## src/rtl/rtc_pkg.sv

```systemverilog
package rtc_pkg;
  typedef enum logic [1:0] {
    IDX_FREQ  = 2'd0,
    IDX_CTRL  = 2'd1,
    IDX_FLAG  = 2'd2,
    IDX_VALID = 2'd3
  } reg_idx_e;

  localparam int CB_SET  = 7;
  localparam int CB_PIE  = 6;
  localparam int CB_AIE  = 5;
  localparam int CB_UIE  = 4;
  localparam int CB_SQWE = 3;

  localparam logic [2:0] DV_RUN = 3'b010;

  typedef struct packed {
    logic per;
    logic alm;
    logic upd;
  } flags_t;
endpackage

```

## src/rtl/rtc_divider.sv

```systemverilog
module rtc_divider #(
  parameter int PRE_W    = 15,
  parameter int UIP_LEAD = 8,
  parameter int UPD_LEN  = 65
) (
  input  logic             clk,
  input  logic             rst_n,
  input  logic             ref_en,
  input  logic [2:0]       dv,
  input  logic [3:0]       rate,
  input  logic             set_mode,
  input  logic             sqwe,
  output logic             tick,
  output logic             uip,
  output logic             sqw,
  output logic [PRE_W-1:0] cnt
);
  import rtc_pkg::*;

  localparam int TOP = 1 << PRE_W;
  localparam logic [PRE_W-1:0] LEAD_AT = PRE_W'(TOP - UIP_LEAD);
  localparam int WIN_W = $clog2(UPD_LEN + 1);
  localparam logic [WIN_W-1:0] WIN_LOAD = WIN_W'(UPD_LEN);

  logic             run, clr, step, wrap, rate_on;
  logic [PRE_W-1:0] mask;
  logic [WIN_W-1:0] win;

  assign run     = (dv == DV_RUN);
  assign clr     = (dv[2:1] == 2'b11);
  assign step    = run & ref_en;
  assign rate_on = (rate != 4'd0);
  assign wrap    = step & (cnt == '1);

  generate
    for (genvar b = 0; b < PRE_W; b++) begin : g_mask
      assign mask[b] = rate_on && (b < (int'(rate) - 1));
    end
  endgenerate

  assign tick = step & rate_on & ((cnt & mask) == mask);

  always_ff @(posedge clk or negedge rst_n) begin
    if (!rst_n) begin
      cnt <= '0;
    end else if (clr) begin
      cnt <= '0;
    end else if (step) begin
      cnt <= cnt + 1'b1;
    end
  end

  always_ff @(posedge clk or negedge rst_n) begin
    if (!rst_n) begin
      win <= '0;
    end else if (clr) begin
      win <= '0;
    end else if (wrap) begin
      win <= WIN_LOAD;
    end else if (step && win != '0) begin
      win <= win - 1'b1;
    end
  end

  assign uip = run & ~set_mode & ((cnt >= LEAD_AT) | (win != '0));

  always_ff @(posedge clk or negedge rst_n) begin
    if (!rst_n) begin
      sqw <= 1'b0;
    end else if (!(sqwe && rate_on)) begin
      sqw <= 1'b0;
    end else if (tick) begin
      sqw <= ~sqw;
    end
  end
endmodule

```

## src/rtl/rtc_flags.sv

```systemverilog
module rtc_flags (
  input  logic            clk,
  input  logic            rst_n,
  input  logic            set_per,
  input  logic            set_alm,
  input  logic            set_upd_raw,
  input  logic            set_mode,
  input  logic            rd_clr,
  input  logic [2:0]      en,
  output rtc_pkg::flags_t flg,
  output logic            summary
);
  import rtc_pkg::*;

  flags_t sets;

  always_comb begin
    sets.per = set_per;
    sets.alm = set_alm;
    sets.upd = set_upd_raw & ~set_mode;
  end

  always_ff @(posedge clk or negedge rst_n) begin
    if (!rst_n) begin
      flg <= '0;
    end else if (rd_clr) begin
      flg <= sets;
    end else begin
      flg <= flg | sets;
    end
  end

  assign summary = |(flg & en);
endmodule

```

## src/rtl/rtc_regs.sv

```systemverilog
module rtc_regs #(
  parameter logic [6:0] FREQ_RST = 7'h26,
  parameter logic [7:0] CTRL_RST = 8'h02
) (
  input  logic            clk,
  input  logic            rst_n,
  input  logic [1:0]      sel,
  input  logic            wr,
  input  logic [7:0]      wdata,
  input  logic            uip,
  input  rtc_pkg::flags_t flg,
  input  logic            summary,
  output logic [6:0]      freq,
  output logic [7:0]      ctrl,
  output logic [7:0]      rdata
);
  import rtc_pkg::*;

  reg_idx_e idx;
  assign idx = reg_idx_e'(sel);

  always_ff @(posedge clk or negedge rst_n) begin
    if (!rst_n) begin
      freq <= FREQ_RST;
      ctrl <= CTRL_RST;
    end else if (wr) begin
      case (idx)
        IDX_FREQ: freq <= wdata[6:0];
        IDX_CTRL: ctrl <= wdata;
        default:  ;
      endcase
    end
  end

  always_comb begin
    case (idx)
      IDX_FREQ: rdata = {uip, freq};
      IDX_CTRL: rdata = ctrl;
      IDX_FLAG: rdata = {summary, flg.per, flg.alm, flg.upd, 4'b0000};
      default:  rdata = 8'h80;
    endcase
  end
endmodule

```

## src/rtl/rtc_tick_irq.sv

```systemverilog
module rtc_tick_irq #(
  parameter int         PRE_W    = 15,
  parameter int         UIP_LEAD = 8,
  parameter int         UPD_LEN  = 65,
  parameter logic [6:0] FREQ_RST = 7'h26,
  parameter logic [7:0] CTRL_RST = 8'h02
) (
  input  logic       clk,
  input  logic       rst_n,
  input  logic       ref_en,
  input  logic       alarm_hit,
  input  logic       upd_done,
  input  logic [1:0] reg_sel,
  input  logic       reg_wr,
  input  logic       reg_rd,
  input  logic [7:0] reg_wdata,
  output logic [7:0] reg_rdata,
  output logic       irq,
  output logic       sqw_out,
  output logic       set_inhibit
);
  import rtc_pkg::*;

  logic [6:0]       freq_q;
  logic [7:0]       ctrl_q;
  logic             tick, uip, summary, rd_clr;
  logic [PRE_W-1:0] cnt;
  flags_t           flg;

  assign rd_clr = reg_rd & (reg_sel == IDX_FLAG);

  rtc_divider #(
    .PRE_W(PRE_W), .UIP_LEAD(UIP_LEAD), .UPD_LEN(UPD_LEN)
  ) div_u (
    .clk(clk), .rst_n(rst_n), .ref_en(ref_en),
    .dv(freq_q[6:4]), .rate(freq_q[3:0]),
    .set_mode(ctrl_q[CB_SET]), .sqwe(ctrl_q[CB_SQWE]),
    .tick(tick), .uip(uip), .sqw(sqw_out), .cnt(cnt)
  );

  rtc_flags flags_u (
    .clk(clk), .rst_n(rst_n),
    .set_per(tick), .set_alm(alarm_hit), .set_upd_raw(upd_done),
    .set_mode(ctrl_q[CB_SET]), .rd_clr(rd_clr),
    .en({ctrl_q[CB_PIE], ctrl_q[CB_AIE], ctrl_q[CB_UIE]}),
    .flg(flg), .summary(summary)
  );

  rtc_regs #(
    .FREQ_RST(FREQ_RST), .CTRL_RST(CTRL_RST)
  ) regs_u (
    .clk(clk), .rst_n(rst_n), .sel(reg_sel), .wr(reg_wr),
    .wdata(reg_wdata), .uip(uip), .flg(flg), .summary(summary),
    .freq(freq_q), .ctrl(ctrl_q), .rdata(reg_rdata)
  );

  assign irq         = summary;
  assign set_inhibit = ctrl_q[CB_SET];
endmodule

```

## config.mk

```make
export PLATFORM = sky130hd
export DESIGN_NAME = rtc_tick_irq
export DESIGN_NICKNAME = d
export VERILOG_FILES = /design/src/rtl/rtc_pkg.sv /design/src/rtl/rtc_divider.sv /design/src/rtl/rtc_flags.sv /design/src/rtl/rtc_regs.sv /design/src/rtl/rtc_tick_irq.sv
export SDC_FILE = /design/constraint.sdc
export NUM_CORES = 1
export LEC_CHECK = 0
export BUFFER_PORTS_ARGS = -buffer_cell sky130_fd_sc_hd__buf_4
export CAP_MARGIN = 30
export CORE_ASPECT_RATIO = 0.6
export CORE_MARGIN = 2
export CORE_UTILIZATION = 40
export CTS_BUF_LIST = sky130_fd_sc_hd__clkbuf_2 sky130_fd_sc_hd__clkbuf_4 sky130_fd_sc_hd__clkbuf_8
export CTS_CLUSTER_SIZE = 24
export DETAILED_ROUTE_END_ITERATION = 10
export PLACE_DENSITY = 0.58
export RECOVER_POWER = 25
export REMOVE_ABC_BUFFERS = 1
export SLEW_MARGIN = 0
export SYNTH_ARGS = -nofsm -noshare
export SYNTH_HDL_FRONTEND = slang
export SYNTH_SLANG_ARGS = --single-unit
```

## constraint.sdc

```tcl
create_clock -name clk -period 2.9 [get_ports clk]
set_input_delay 0.435 -clock clk [delete_from_list [all_inputs] [get_ports clk]]
set_output_delay 0.435 -clock clk [all_outputs]
set_load 0.02 [all_outputs]
```

[After elaboration in Yosys (flattened, before gate mapping)]
Cells that the tools add are included.
Storage, ports and cells
  register bits: 41
  input bits: 17
  output and inout port bits: 11
Cells by class
  $add $sub $neg: 3
  $lt $le $gt $ge: 16
  equal/unequal tests: 7
  mux-type cells: 9
  bitwise logic cells: 14
  reduce and logical (&&, ||, !) cells: 25
Operator list (number)
  less-than comparator 5 x 32 -> 1 bit, first input constant: 7
  less-than comparator 4 x 32 -> 1 bit, first input constant: 4
  less-than comparator 3 x 32 -> 1 bit, first input constant: 2
  less-than comparator 1 x 32 -> 1 bit, first input constant: 1
  less-than comparator 2 x 32 -> 1 bit, first input constant: 1
  two-way mux 15 bit: 2
  one-hot mux 8 bit (3 select lines): 1
  two-way mux 7 bit: 3
  logical AND 1 bit: 17
  adder 15 x 1 -> 15 bit, second input constant: 1
  AND 15 bit: 1
  == test 15 bit: 1
  == test 15 bit, second input constant: 1
  >= comparator 15 bit, second input constant: 1
  AND 1 bit: 8
  nonzero test 7 bit: 1
  subtractor 7 x 1 -> 7 bit, second input constant: 1
  subtractor 4 x 1 -> 5 bit, second input constant: 1
  == test 2 bit, second input constant: 2
  AND reduction 2 bit: 2
  nonzero test 4 bit: 1
  AND 3 bit: 1
  == test 3 x 2 -> 1 bit, second input constant: 1
  two-way mux 3 bit: 1
  other kinds (10): 12

[Depth between registers and ports, before layout]
Gate-level depths: netlist of the first run.
  depth in word-level cells: 8
  depth in mapped cells: 8
  depth with buffers taken out: 8

[Hierarchy]
A second synthesis of the first run with hierarchy kept.
Second synthesis, totals
  cells, all modules: 238
  area total of the unflattened synthesis: 2402.3 um2
By module, submodules not included
  rtc_divider: instances 1, cells an instance 175, area an instance 1527.7 um2, seq. area each 575.6 um2
  rtc_regs: instances 1, cells an instance 52, area an instance 745.7 um2, seq. area each 380.4 um2
  rtc_flags: instances 1, cells an instance 10, area an instance 120.1 um2, seq. area each 75.1 um2
  rtc_tick_irq: instances 1, cells an instance 1, area an instance 8.8 um2, seq. area each 0.0 um2

[Worst setup path before layout of the first run]
OpenSTA, ideal clock, no wires.
  path type: reg2reg
  from: reg regs_u.freq[1]
  to: reg div_u.sqw
  setup time: 0.077 ns
  data arrival time: 1.936 ns
  data required time: 2.823 ns
  setup slack: 0.886 ns
  cell stages (with the launch flop): 9
  path buffers: 0
  period minus slack after synthesis: 2.014 ns
  cells stage by stage: dfstp_2 > inv_1 > ha_1 > or2_2 > o2111ai_1 > a21oi_1 > nor2_1 > or4_1 > a21oi_1
Between the ends
  cells in the longest elaborated chain, start to end: 7
  elaborated cells between the ends (all ways): 39
  classes of those cells: add/sub (1); order compare (15); eq/ne (2); mux (1); bitwise (3); reduce/logical (17)
Ends and longest elaborated chain
  from (decl): line rtc_regs.sv:13  | output logic [6:0] freq,
  from (signal assigned): line rtc_regs.sv:28  | IDX_FREQ: freq <= wdata[6:0];
  subtractor 4 x 1 -> 5 bit: line rtc_divider.sv:37  | assign mask[b] = rate_on && (b < (int'(rate) - 1));
  less-than comparator 1 x 32 -> 1 bit (tied with other cells): line rtc_divider.sv:37
  logical AND 1 bit: line rtc_divider.sv:37
  AND 15 bit: line rtc_divider.sv:41  | assign tick = step & rate_on & ((cnt & mask) == mask);
  == test 15 bit: line rtc_divider.sv:41
  AND 1 bit: line rtc_divider.sv:41
  inequality test 2 x 1 -> 1 bit (no line)
  to (signal assigned): line rtc_divider.sv:73  | sqw <= ~sqw;
  to (decl): line rtc_divider.sv:15  | output logic sqw,
Parallel ways exist; a longest one is shown, timed or not.
A chain may end at the register's enable or synchronous reset.

[Worst setup path in the final report of the first run]
  from: reg div_u.win[0]
  to: out reg_rdata[7]
Between the ends
  cells in the longest elaborated chain, start to end: 4
Ends and longest elaborated chain
  from (decl): line rtc_divider.sv:27  | logic [WIN_W-1:0] win;
  from (signal assigned): line rtc_divider.sv:61  | win <= win - 1'b1;
  nonzero test 7 bit: line rtc_divider.sv:65  | assign uip = run & ~set_mode & ((cnt >= LEAD_AT) | (win != '0));
  bitwise OR 1 bit: line rtc_divider.sv:65
  AND 1 bit: line rtc_divider.sv:65
  one-hot mux 8 bit (3 select lines): line rtc_regs.sv:36  | case (idx)
  to (decl): line rtc_tick_irq.sv:17  | output logic [7:0] reg_rdata,
No other way between the ends.

==> results of run 1 <==
[logic make-up after synthesis]
family / after synthesis / share of synthesized area [%]
AOI/OAI and AO/OA: 31 / 9.117
xor gates and xnor gates: 19 / 7.531
adders and majority gates: 6 / 3.397
buffers and inverters: 14 / 2.379
DFF: 41 / 46.66
muxes: 20 / 9.796
and+or+nand+nor: 95 / 21.12
[how the worst min path moves through the flow]
stage / start / end
finish: alarm_hit / flags_u.flg[1]$_DFF_PN0_
floorplan: rst_n / div_u.cnt[0]$_DFFE_PN0P_
CTS: rst_n / div_u.cnt[0]$_DFFE_PN0P_
global route: alarm_hit / flags_u.flg[1]$_DFF_PN0_
detailed placement: rst_n / div_u.cnt[11]$_DFFE_PN0P_
global placement: rst_n / div_u.cnt[10]$_DFFE_PN0P_
[through the flow]
stage	cell area, um2	hold slack (ns)	cells	setup WS [ns]
2_1_floorplan	2195	0.1394	222	0.8864
3_3_place_gp	2487	0.4504	316	0.7711
3_5_place_dp	2487	0.4512	316	0.7162
4_1_cts	2621	0.1342	324	0.4264
5_1_grt	2618	0.3063	324	0.2502
6_report	2618	0.3140	324	0.4463
[cell type report]
| class | count | area share (%) |
|---|---|---|
| Clock buffer | 5 | 2.629 |
| Timing Repair Buffer | 28 | 7.887 |
| Clock inverter | 3 | 2.486 |
| Tap cell | 66 | 3.155 |
| Multi-Input combinational cell | 171 | 43.02 |
| Sequential cell | 41 | 39.39 |
| Inverter | 10 | 1.434 |
[layer usage]
metal / global-route usage [%] / routed length (um) / vias to the layer above
met1: 26.14 / 2630 / 803
li1: - / - / 850
met4: 4.110 / 31 / 0
met2: 22.01 / 1790 / 26
met5: 0 / 0 / -
met3: 4.540 / 183 / 4
[synthesized netlist by cell type (all sizes together), types with 2 or more instances]
cell type | instances | area [um2]
nand2b | 3 | 18.77
mux2 | 13 | 146.4
o31ai | 3 | 22.52
o22ai | 3 | 18.77
and3 | 2 | 13.77
nor4 | 2 | 12.51
clkbuf | 2 | 7.510
xor2 | 13 | 113.9
ha | 6 | 75.07
a32oi | 2 | 17.52
nand3 | 6 | 30.03
buf | 2 | 7.510
nor2 | 28 | 105.1
a21oi | 7 | 35.03
xnor2 | 6 | 52.55
nand4 | 5 | 31.28
inv | 10 | 37.54
mux2i | 7 | 70.07
o21ai | 8 | 40.04
nand2 | 29 | 108.9
dfrtp | 37 | 925.9
and2 | 5 | 31.28
dfstp | 4 | 105.1
nor3 | 5 | 25.02
[sequential cells by signal, indices dropped and copies added, names as in the netlist]
signal       flops
regs_u.ctrl      8
flags_u.flg      3
regs_u.freq      7
div_u.cnt       15
div_u.sqw        1
div_u.win        7
[power by group through the flow]
stage	Sequential [W]	Combinational (W)	Clock [W]
2_1_floorplan	0.000687	0.000210	0
3_3_place_gp	0.000703	0.000325	0
3_5_place_dp	0.000702	0.000326	0
4_1_cts	0.000692	0.000328	0.000556
5_1_grt	0.000703	0.000364	0.000578
6_report	0.000692	0.000325	0.000545
==> out/qor.csv, run 1 <==
metric,value,unit
CP endpoint,reg_rdata[7],
switching part of the total,28.41,%
Clock Power Share,34.9,%
Syn-to-layout area delta,18.46,%
effective utilization at floorplan,42.66,%
combined buffer and inverter count along the critical path,2,
setup repair after global routing missed its margin,false,
Worst Path Required,2.47,ns
global route total overflow,0,
critical path's top delay family,simple AND/OR/NAND/NOR gates,
maximum number of pins on one net before global-route repair,42,
startpoint kind of the worst setup timing path,flip-flop,
number of synthesized flops with an enable pin,0,
vias per std cell,5.194,
later-pin clock latency in the skew report,0.29,ns
failing checks,"max-capacitance violations, max-slew violations",
buffer type at the clock tree root,sky130_fd_sc_hd__clkbuf_8,
summed negative setup slack over all endpoints,0,ns
outcome,"finished, violations left",
area of the mapped netlist,2210,um2
max-cap viol count,1,
final-stage net count,280,
Cell Int Power,0.001118,W
kind of critical path,reg -> out,
drt initial violations,94,
number of max-slew violations in the final report,42,
most instantiated flip-flop cell in the synthesis netlist,sky130_fd_sc_hd__dfrtp_1,
Clock H-tree levels,2,
share of async-settable or async-resettable flops after synthesis,100.0,%
startpoint of the lowest-slack register-to-register path,regs_u.freq[1]$_DFFE_PN1P_,
hold depth,2,
worst-case reg-to-reg path depth,8,
critical path endpoint category,output pin,
instance count on the critical path,8,
final routed DRC violation total,0,
count of inserted antenna diode cells,0,
worst setup path startpoint,div_u.win[0]$_DFFE_PN0P_,
"Power, Total",0.001562,W
die height,61.57,um
Arrival @ worst endpoint,2.02,ns
CTS buffer count,5,
pin slew with the least headroom to its limit,2.196,ns
sequential cell fraction of total power,44.3,%
Layout Utilization,50.53,%
number of primary I/O pins,28,
multi-input gate area in the final layout,1126,um2
fraction of layout instances using a drive strength above 1,22.48,%
total via count after detailed routing,1683,
CTS Sinks,41,
areal power density over the cells,596.8,nW/um2
Resized cells post-CTS,0,
CTS tree,built,
maximum fanout count along the critical path,4,
Synth Warn #,0,
Clock Pin Slew Worst Setup and Hold Paths,0.08,ns
master of the slowest instance on the critical path,sky130_fd_sc_hd__or3b_2,
detailed placer's ending HPWL,3395,um
wire length per cell after detailed routing,14.31,um
cell row count,20,
Tightest Hold Check Type,in -> reg,
Static Leakage,1.176,nW
horizontal extent of the die,99.95,um
NetSw,0.0004437,W
Post-CTS Hold Buffers,0,
final setup violation count,0,
PortBufs,27,
worst reg2reg endpoint,div_u.sqw$_DFFE_PN0P_,
iteration count of the initial detailed-routing pass,4,
wire length of the first global-routing pass,7797,um
share of synthesized area occupied by flip-flops and latches,46.66,%
area occupied by registers,1031,um2
Seq cells post-synth,41,
worst-case headroom to the max-slew limit,-46.39,%
largest vdd supply drop,0.0002533,V
Placer Congestion,0.7743,
number of standard cells after synthesis,226,
all-layer global routing usage,16.57,%
post-route minimum period,2.454,ns
Core Region,5180,um2
die area,6154,um2
Worst Skew,0.002615,ns
synth unique cells,43,
share of the cycle needed by the critical path after routing,84.61,%
antenna violations before repair,0,
combinational fraction of design power,20.8,%
number of antenna-violating nets in the routed design,0,
peak clock frequency supported by timing,0.4076,GHz
final hold viol count,0,
Routed WL,4636,um
Fillers,497,
post-CTS setup-driven buffer insertion count,0,
critical path's largest stage delay,0.49,ns
Max Root-Sink Buffers,2,
via count of the first global-routing pass,1575,
Avg Synthesized Cell Area,9.777,um2
worst reg2reg setup slack,0.71,ns
cell-by-cell listing of the critical path,inv_1 -> ha_1 -> or3b_2 -> nor4_1 -> nand2_1 -> nand4_1 -> nand3_1 -> buf_4,
"top library cells by usage in the layout, fill and taps aside","sky130_fd_sc_hd__dfrtp_1 (37), sky130_fd_sc_hd__nand2_1 (29), sky130_fd_sc_hd__nor2_1 (28)",
"most common cell after layout, fill and taps aside",sky130_fd_sc_hd__dfrtp_1,
Power figures use the tool's default switching activity.
==> run 2: changes to the inputs <==
clock period = 2.4 ns   (was 2.9 ns; I/O delays follow)
==> run 2 against run 1 <==
Net effect: the flow now finishes without violations; clock-buffer cell count rose by 2; non-clock buffer count rose by 5; global-route usage rose by 0.19 points; via count rose by 3.1%; first-iteration DRC count fell by 35%; critical path type unchanged.
==> out/qor.csv, run 2 (synthesis gave the netlist of run 1 again) <==
metric,value,unit,change
outcome,"complete, no violations",,
post-route minimum period,2.277,ns,
kind of critical path,reg -> out,,
effective utilization at floorplan,42.66,%,unchanged
final-stage net count,285,,+1.8%
CTS tree,built,,
drt initial violations,61,,-35%
CTS Sinks,41,,unchanged
worst-case headroom to the max-slew limit,31.85,%,+78 points
Largest Register,div_u.cnt,,
PortBufs,27,,unchanged
final routed DRC violation total,0,,unchanged
share of the cycle needed by the critical path after routing,94.89,%,
largest vdd supply drop,0.0003789,V,+50%
biggest registers after layout,"div_u.cnt x15, regs_u.ctrl x8",,
Clock Pin Slew Worst Setup and Hold Paths,0.08,ns,about the same
number of max-slew violations in the final report,0,,-100%
flip-flop count of the largest register after layout,15,,unchanged
startpoint kind of the worst setup timing path,flip-flop,,
critical path endpoint category,output pin,,
all-layer global routing usage,16.75,%,+0.19 points
pin slew with the least headroom to its limit,1.022,ns,-1.174 ns
iteration count of the initial detailed-routing pass,4,,unchanged
Static Leakage,1.197,nW,+1.8%
max-cap viol count,0,,-1
CTS buffer count,5,,unchanged
count of inserted antenna diode cells,0,,unchanged
final setup violation count,0,,unchanged
Tightest Hold Check Type,in -> async,,
buffer type at the clock tree root,sky130_fd_sc_hd__clkbuf_8,,
post-placement worst setup slack,0.2362,ns,-0.4800 ns
cell row count,20,,unchanged
"top library cells by usage in the layout, fill and taps aside","sky130_fd_sc_hd__dfrtp_1 (37), sky130_fd_sc_hd__buf_4 (32), sky130_fd_sc_hd__nand2_1 (29)",,
die height,61.57,um,unchanged
Core Region,5180,um2,unchanged
maximum fanout count along the critical path,3,,-1
die area,6154,um2,unchanged
global route total overflow,0,,unchanged
Routed WL,4871,um,+5.1%
detailed placer's ending HPWL,3504,um,+3.2%
peak clock frequency supported by timing,0.4391,GHz,
area occupied by registers,1031,um2,unchanged
Clock H-tree levels,2,,unchanged
horizontal extent of the die,99.95,um,unchanged
Worst Path Required,2.04,ns,-0.43 ns
Arrival @ worst endpoint,1.92,ns,-0.10 ns
later-pin clock latency in the skew report,0.29,ns,about the same
multi-input gate area in the final layout,1144,um2,+1.6%
wire length per cell after detailed routing,14.81,um,+3.5%
number of primary I/O pins,28,,unchanged
Max Root-Sink Buffers,2,,unchanged
Post-CTS Hold Buffers,0,,unchanged
final hold viol count,0,,unchanged
total via count after detailed routing,1735,,+3.1%
maximum number of pins on one net before global-route repair,42,,unchanged
summed negative setup slack over all endpoints,0,ns,unchanged
worst-case reg-to-reg path depth,8,,unchanged
fraction of layout instances using a drive strength above 1,24.71,%,+2.2 points
Placer Congestion,0.8110,,+4.7%
Fillers,489,,-1.6%
via count of the first global-routing pass,1605,,+1.9%
Syn-to-layout area delta,19.54,%,
areal power density over the cells,656.9,nW/um2,+10%
"most common cell after layout, fill and taps aside",sky130_fd_sc_hd__dfrtp_1,,
Worst Skew,0.005671,ns,+0.003056 ns
antenna violations before repair,0,,unchanged
worst path setup slack after routing,0.1227,ns,-0.3236 ns
vias per std cell,5.274,,+1.5%
number of antenna-violating nets in the routed design,0,,unchanged
wire length of the first global-routing pass,7879,um,+1.1%
"Power, Total",0.001735,W,+11%
==> run 2: what timing repair did <==
action / in CTS / in global routing
setup buffers: 0 / 2
gates resized for setup: 1 / 2
setup endpoints to repair: 1 / 1
==> run 2: cell type report <==
cell class	instances	share of cell area, %
clock buffers	7	3.648
multi-input cells	171	43.30
clock inverters	1	0.1895
repair buffers	33	9.285
flip-flops and latches	41	39.03
well taps	66	3.126
inverters	10	1.421
==> run 2: final timing paths <==
| check | startpoint | to | slack (ns) |
|---|---|---|---|
| setup / recovery | div_u.win[0]$_DFFE_PN0P_ | reg_rdata[7] | 0.12 |
| hold / removal | rst_n | div_u.cnt[8]$_DFFE_PN0P_ | 0.23 |
| setup reg to reg | regs_u.freq[1]$_DFFE_PN1P_ | div_u.sqw$_DFFE_PN0P_ | 0.23 |
| min in group clk | alarm_hit | flags_u.flg[1]$_DFF_PN0_ | 0.25 |
| hold reg to reg | regs_u.ctrl[3]$_DFFE_PN0P_ | div_u.sqw$_DFFE_PN0P_ | 0.52 |
| max in group asynchronous | rst_n | regs_u.freq[4]$_DFFE_PN0P_ | 1.54 |
==> run 2: per-stage QoR <==
step	area, um2	utilization [%]	hold slack [ns]	instances
after floorplan	2195	-	0.06441	222
after global placement	2510	48.45	0.3752	319
after detailed placement	2510	48.45	0.3794	319
after CTS	2618	50.53	0.05436	327
after global routing	2641	50.99	0.2459	329
final	2641	50.99	0.2255	329
==> run 2: critical path, cell delays in order, from the launching register on <==
cell and delay [ns]:
sky130_fd_sc_hd__dfrtp_1 0.41, sky130_fd_sc_hd__inv_1 0.07, sky130_fd_sc_hd__ha_1 0.16, sky130_fd_sc_hd__or3b_4 0.41, sky130_fd_sc_hd__nor4_4 0.15, sky130_fd_sc_hd__nand2_1 0.09
sky130_fd_sc_hd__nand4_1 0.10, sky130_fd_sc_hd__nand3_1 0.09, sky130_fd_sc_hd__buf_4 0.16
==> run 2: metal layers <==
| metal | global-route usage [%] | part of all wire [%] | routed length (um) | vias up |
|---|---|---|---|---|
| li1 | - | - | - | 862 |
| met1 | 26.56 | 55 | 2697 | 846 |
| met2 | 22.39 | 41 | 1976 | 23 |
| met3 | 4.313 | 3.5 | 170 | 4 |
| met4 | 3.718 | 0.53 | 26 | 0 |
| met5 | 0 | 0 | 0 | - |
==> run 2: report_power, final <==
| group | total (W) | internal, W | switching [W] | leakage, nW |
|---|---|---|---|---|
| logic | 0.000397 | 0.000177 | 0.000220 | 0.616 |
| registers | 0.000837 | 0.000763 | 0.0000736 | 0.527 |
| clock network | 0.000501 | 0.000260 | 0.000241 | 0.0542 |
==> run 3: changes to the inputs <==
ABC_AREA = 1   (was default)
PLACE_DENSITY = 0.57   (was 0.58)
REMOVE_ABC_BUFFERS = default   (was 1)
==> run 3 against run 2 <==
Net effect: clock-buffer cell count unchanged; first-iteration DRC count up 110%; cell area up 4.8%; clock power increased by 19%; synthesized cell count is 42% higher; combinational power rose by 4%; core utilization fell by 1.8 points; hold slack hardly changed; global-route usage increased by 2.5 points; setup slack improved by 0.070 ns; largest cell class unchanged.
==> out/qor.csv, run 3 <==
metric,value,unit,change
outcome,"complete, no violations",,
"top library cells by usage in the layout, fill and taps aside","sky130_fd_sc_hd__nand2_1 (82), sky130_fd_sc_hd__inv_1 (50), sky130_fd_sc_hd__dfrtp_1 (37)",,
later-pin clock latency in the skew report,0.29,ns,about the same
number of synthesized flops with an enable pin,0,,unchanged
Synth top cells by count,"sky130_fd_sc_hd__nand2_1 (82), sky130_fd_sc_hd__inv_1 (50), sky130_fd_sc_hd__dfrtp_1 (37), sky130_fd_sc_hd__o21ai_0 (34), sky130_fd_sc_hd__nor2_1 (31)",,
Largest Register,div_u.cnt,,
worst-case headroom to the max-slew limit,33.33,%,+1.5 points
share of the synthesized area in the top cell type,39.26,%,-2.6 points
Fillers,570,,+17%
startpoint kind of the worst setup timing path,flip-flop,,
critical path endpoint category,output pin,,
Tightest Hold Check Type,in -> async,,
Worst Skew,0.003338,ns,-0.002332 ns
die area,6547,um2,+6.4%
worst reg2reg endpoint,div_u.cnt[7]$_DFFE_PN0P_,,
Clock H-tree levels,2,,unchanged
areal power density over the cells,663.1,nW/um2,+0.95%
master of the slowest instance on the critical path,sky130_fd_sc_hd__dfrtp_1,,
cell row count,21,,+5.0%
number of primary I/O pins,28,,unchanged
Resized cells post-CTS,0,,-1
max-cap viol count,0,,unchanged
worst-case reg-to-reg path depth,7,,-1
"count leader, synth",sky130_fd_sc_hd__nand2_1,,
Routed WL,5668,um,+16%
flip-flop count of the largest register after layout,15,,unchanged
critical path's top delay family,simple AND/OR/NAND/NOR gates,,
number of standard cells after synthesis,321,,+42%
Worst Path Required,2.04,ns,about the same
worst reg2reg setup slack,0.50,ns,+0.27 ns
share of the cycle needed by the critical path after routing,91.99,%,-2.9 points
effective utilization at floorplan,41.94,%,-0.71 points
all-layer global routing usage,19.29,%,+2.5 points
setup repair after global routing missed its margin,false,,
Seq cells post-synth,41,,unchanged
Max Root-Sink Buffers,2,,unchanged
detailed placer's ending HPWL,4400,um,+26%
Static Leakage,1.406,nW,+17%
most instantiated flip-flop cell in the synthesis netlist,sky130_fd_sc_hd__dfrtp_1,,
drt initial violations,129,,+110%
fraction of layout instances using a drive strength above 1,13.60,%,-11 points
Avg Synthesized Cell Area,7.347,um2,-25%
final hold viol count,0,,unchanged
worst slack on hold paths,0.2259,ns,+0.0003750 ns
vias per std cell,4.958,,-6.0%
share of async-settable or async-resettable flops after synthesis,100.0,%,unchanged
Synth Warn #,0,,unchanged
"most common cell after layout, fill and taps aside",sky130_fd_sc_hd__nand2_1,,
Layout Utilization,49.22,%,-1.8 points
PortBufs,27,,unchanged
Core Region,5623,um2,+8.6%
total via count after detailed routing,2147,,+24%
cell with the most instances on the worst path,sky130_fd_sc_hd__nand2_1,,
synth unique cells,31,,-28%
Clock Pin Slew Worst Setup and Hold Paths,0.08,ns,about the same
iteration count of the initial detailed-routing pass,5,,+1
maximum fanout count along the critical path,4,,+1
antenna violations before repair,0,,unchanged
number of max-slew violations in the final report,0,,unchanged
cell-by-cell listing of the critical path,inv_1 -> ha_1 -> nand2_1 -> nor3_1 -> nand2_1 -> a31oi_1 -> o21ai_0 -> buf_4,,
"Power, Total",0.001835,W,+5.8%
nets in the synthesized netlist,344,,
Placer Congestion,0.8966,,+11%
CTS tree,built,,
wire length per cell after detailed routing,13.09,um,-12%
global route total overflow,0,,unchanged
final setup violation count,0,,unchanged
area of the mapped netlist,2359,um2,+6.7%
wire length of the first global-routing pass,9784,um,+24%
share of synthesized area occupied by flip-flops and latches,43.71,%,-2.9 points
via count of the first global-routing pass,2055,,+28%
Syn-to-layout area delta,17.35,%,
post-CTS setup-driven buffer insertion count,0,,unchanged
CTS Sinks,41,,unchanged
pin slew with the least headroom to its limit,1.000,ns,-0.02208 ns
Arrival @ worst endpoint,1.85,ns,-0.07 ns
peak clock frequency supported by timing,0.4530,GHz,+3.2%
biggest registers after layout,"div_u.cnt x15, regs_u.ctrl x8",,
die height,63.48,um,+3.1%
Post-CTS Hold Buffers,0,,unchanged
summed negative setup slack over all endpoints,0,ns,unchanged
startpoint of the lowest-slack register-to-register path,regs_u.freq[5]$_DFFE_PN1P_,,
number of antenna-violating nets in the routed design,0,,unchanged
final routed DRC violation total,0,,unchanged
combined buffer and inverter count along the critical path,2,,unchanged
cell types with the largest area share after synthesis,"sky130_fd_sc_hd__dfrtp_1 (39%), sky130_fd_sc_hd__nand2_1 (13%), sky130_fd_sc_hd__inv_1 (8.0%), sky130_fd_sc_hd__o21ai_0 (7.2%), sky130_fd_sc_hd__nor2_1 (4.9%)",,
CTS buffer count,5,,unchanged
largest vdd supply drop,0.0002553,V,-33%
final-stage net count,375,,+32%
critical path's largest stage delay,0.38,ns,-0.03 ns
most area-hungry cell type in the Yosys netlist,sky130_fd_sc_hd__dfrtp_1,,
kind of critical path,reg -> out,,
count of inserted antenna diode cells,0,,unchanged
buffer type at the clock tree root,sky130_fd_sc_hd__clkbuf_8,,
horizontal extent of the die,103.1,um,+3.2%
post-route minimum period,2.208,ns,-0.06956 ns
maximum number of pins on one net before global-route repair,42,,unchanged
==> run 3: cell types whose count changed in the layout (fill, tap and decap cells not counted), sizes merged, moves of 5 or more <==
| cell | before | now |
|---|---|---|
| buf | 32 | 26 |
| mux2i | 7 | 0 |
| xor2 | 13 | 3 |
| and2 | 5 | 0 |
| nor2 | 28 | 33 |
| inv | 10 | 51 |
| mux2 | 13 | 0 |
| nand2 | 29 | 84 |
| nand3 | 6 | 20 |
| o21ai | 8 | 34 |
| a21oi | 7 | 15 |
==> run 3: cell families after synthesis <==
group	after synthesis	synth area share (%)
flip-flops	41	43.71
AO/OA/AOI/OAI	59	13.42
buffers and inverters	54	8.594
AND/OR/NAND/NOR	156	29.23
XOR/XNOR	5	1.857
adder cells (fa/ha/maj)	6	3.183
==> run 3: report_power, final <==
group / internal [W] / switching (W) / total (W) / leakage (nW)
clock: 0.000351 / 0.000243 / 0.000594 / 0.0619
sequential: 0.000766 / 0.0000623 / 0.000828 / 0.531
combinational: 0.000146 / 0.000268 / 0.000414 / 0.812
==> run 3: worst reg2reg max path, delay by kind of cell (launching register included) <==
kind	cells	cell delay [ns]
compound gates	2	0.24
flops	1	0.57
simple gates	5	0.98
==> run 3: per-stage QoR <==
step	setup WS (ns)	instances	area, um2
finish	0.1923	433	2768
CTS	0.1929	433	2770
detailed placement	0.5215	425	2650
global route	0.02356	433	2768
global placement	0.5302	425	2650
floorplan	0.7170	321	2359
==> run 3: worst max path at each step <==
| stage | from | end | slack, ns | depth (start not counted) |
|---|---|---|---|---|
| final | div_u.win[0]$_DFFE_PN0P_ | reg_rdata[7] | 0.19 | 8 |
| after global routing | div_u.win[0]$_DFFE_PN0P_ | reg_rdata[7] | 0.02 | 8 |
| after CTS | div_u.win[0]$_DFFE_PN0P_ | reg_rdata[7] | 0.19 | 8 |
| after detailed placement | div_u.win[0]$_DFFE_PN0P_ | reg_rdata[7] | 0.52 | 8 |
| after global placement | div_u.win[0]$_DFFE_PN0P_ | reg_rdata[7] | 0.53 | 8 |
| after floorplan | div_u.win[0]$_DFFE_PN0P_ | reg_rdata[7] | 0.72 | 7 |
==> run 3: layer usage <==
metal  up-vias  share of wire (%)  track usage [%]
li1       1100                  -                -
met3         4                6.5            5.771
met5         -                  0                0
met1       981                 56            31.42
met2        62                 37            24.43
met4         0               0.60            3.783
==> run 3: final cells by class <==
class                      instances  area [um2]  share of cell area, %
sequential                        41        1031                  37.25
inverter                          51       191.4                  6.917
timing repair buffer              27       200.2                  7.233
multi-input combinational        226        1125                  40.64
clock buffer                       7       90.09                  3.255
tap                               80       100.1                  3.617
clock inverter                     1       30.03                  1.085
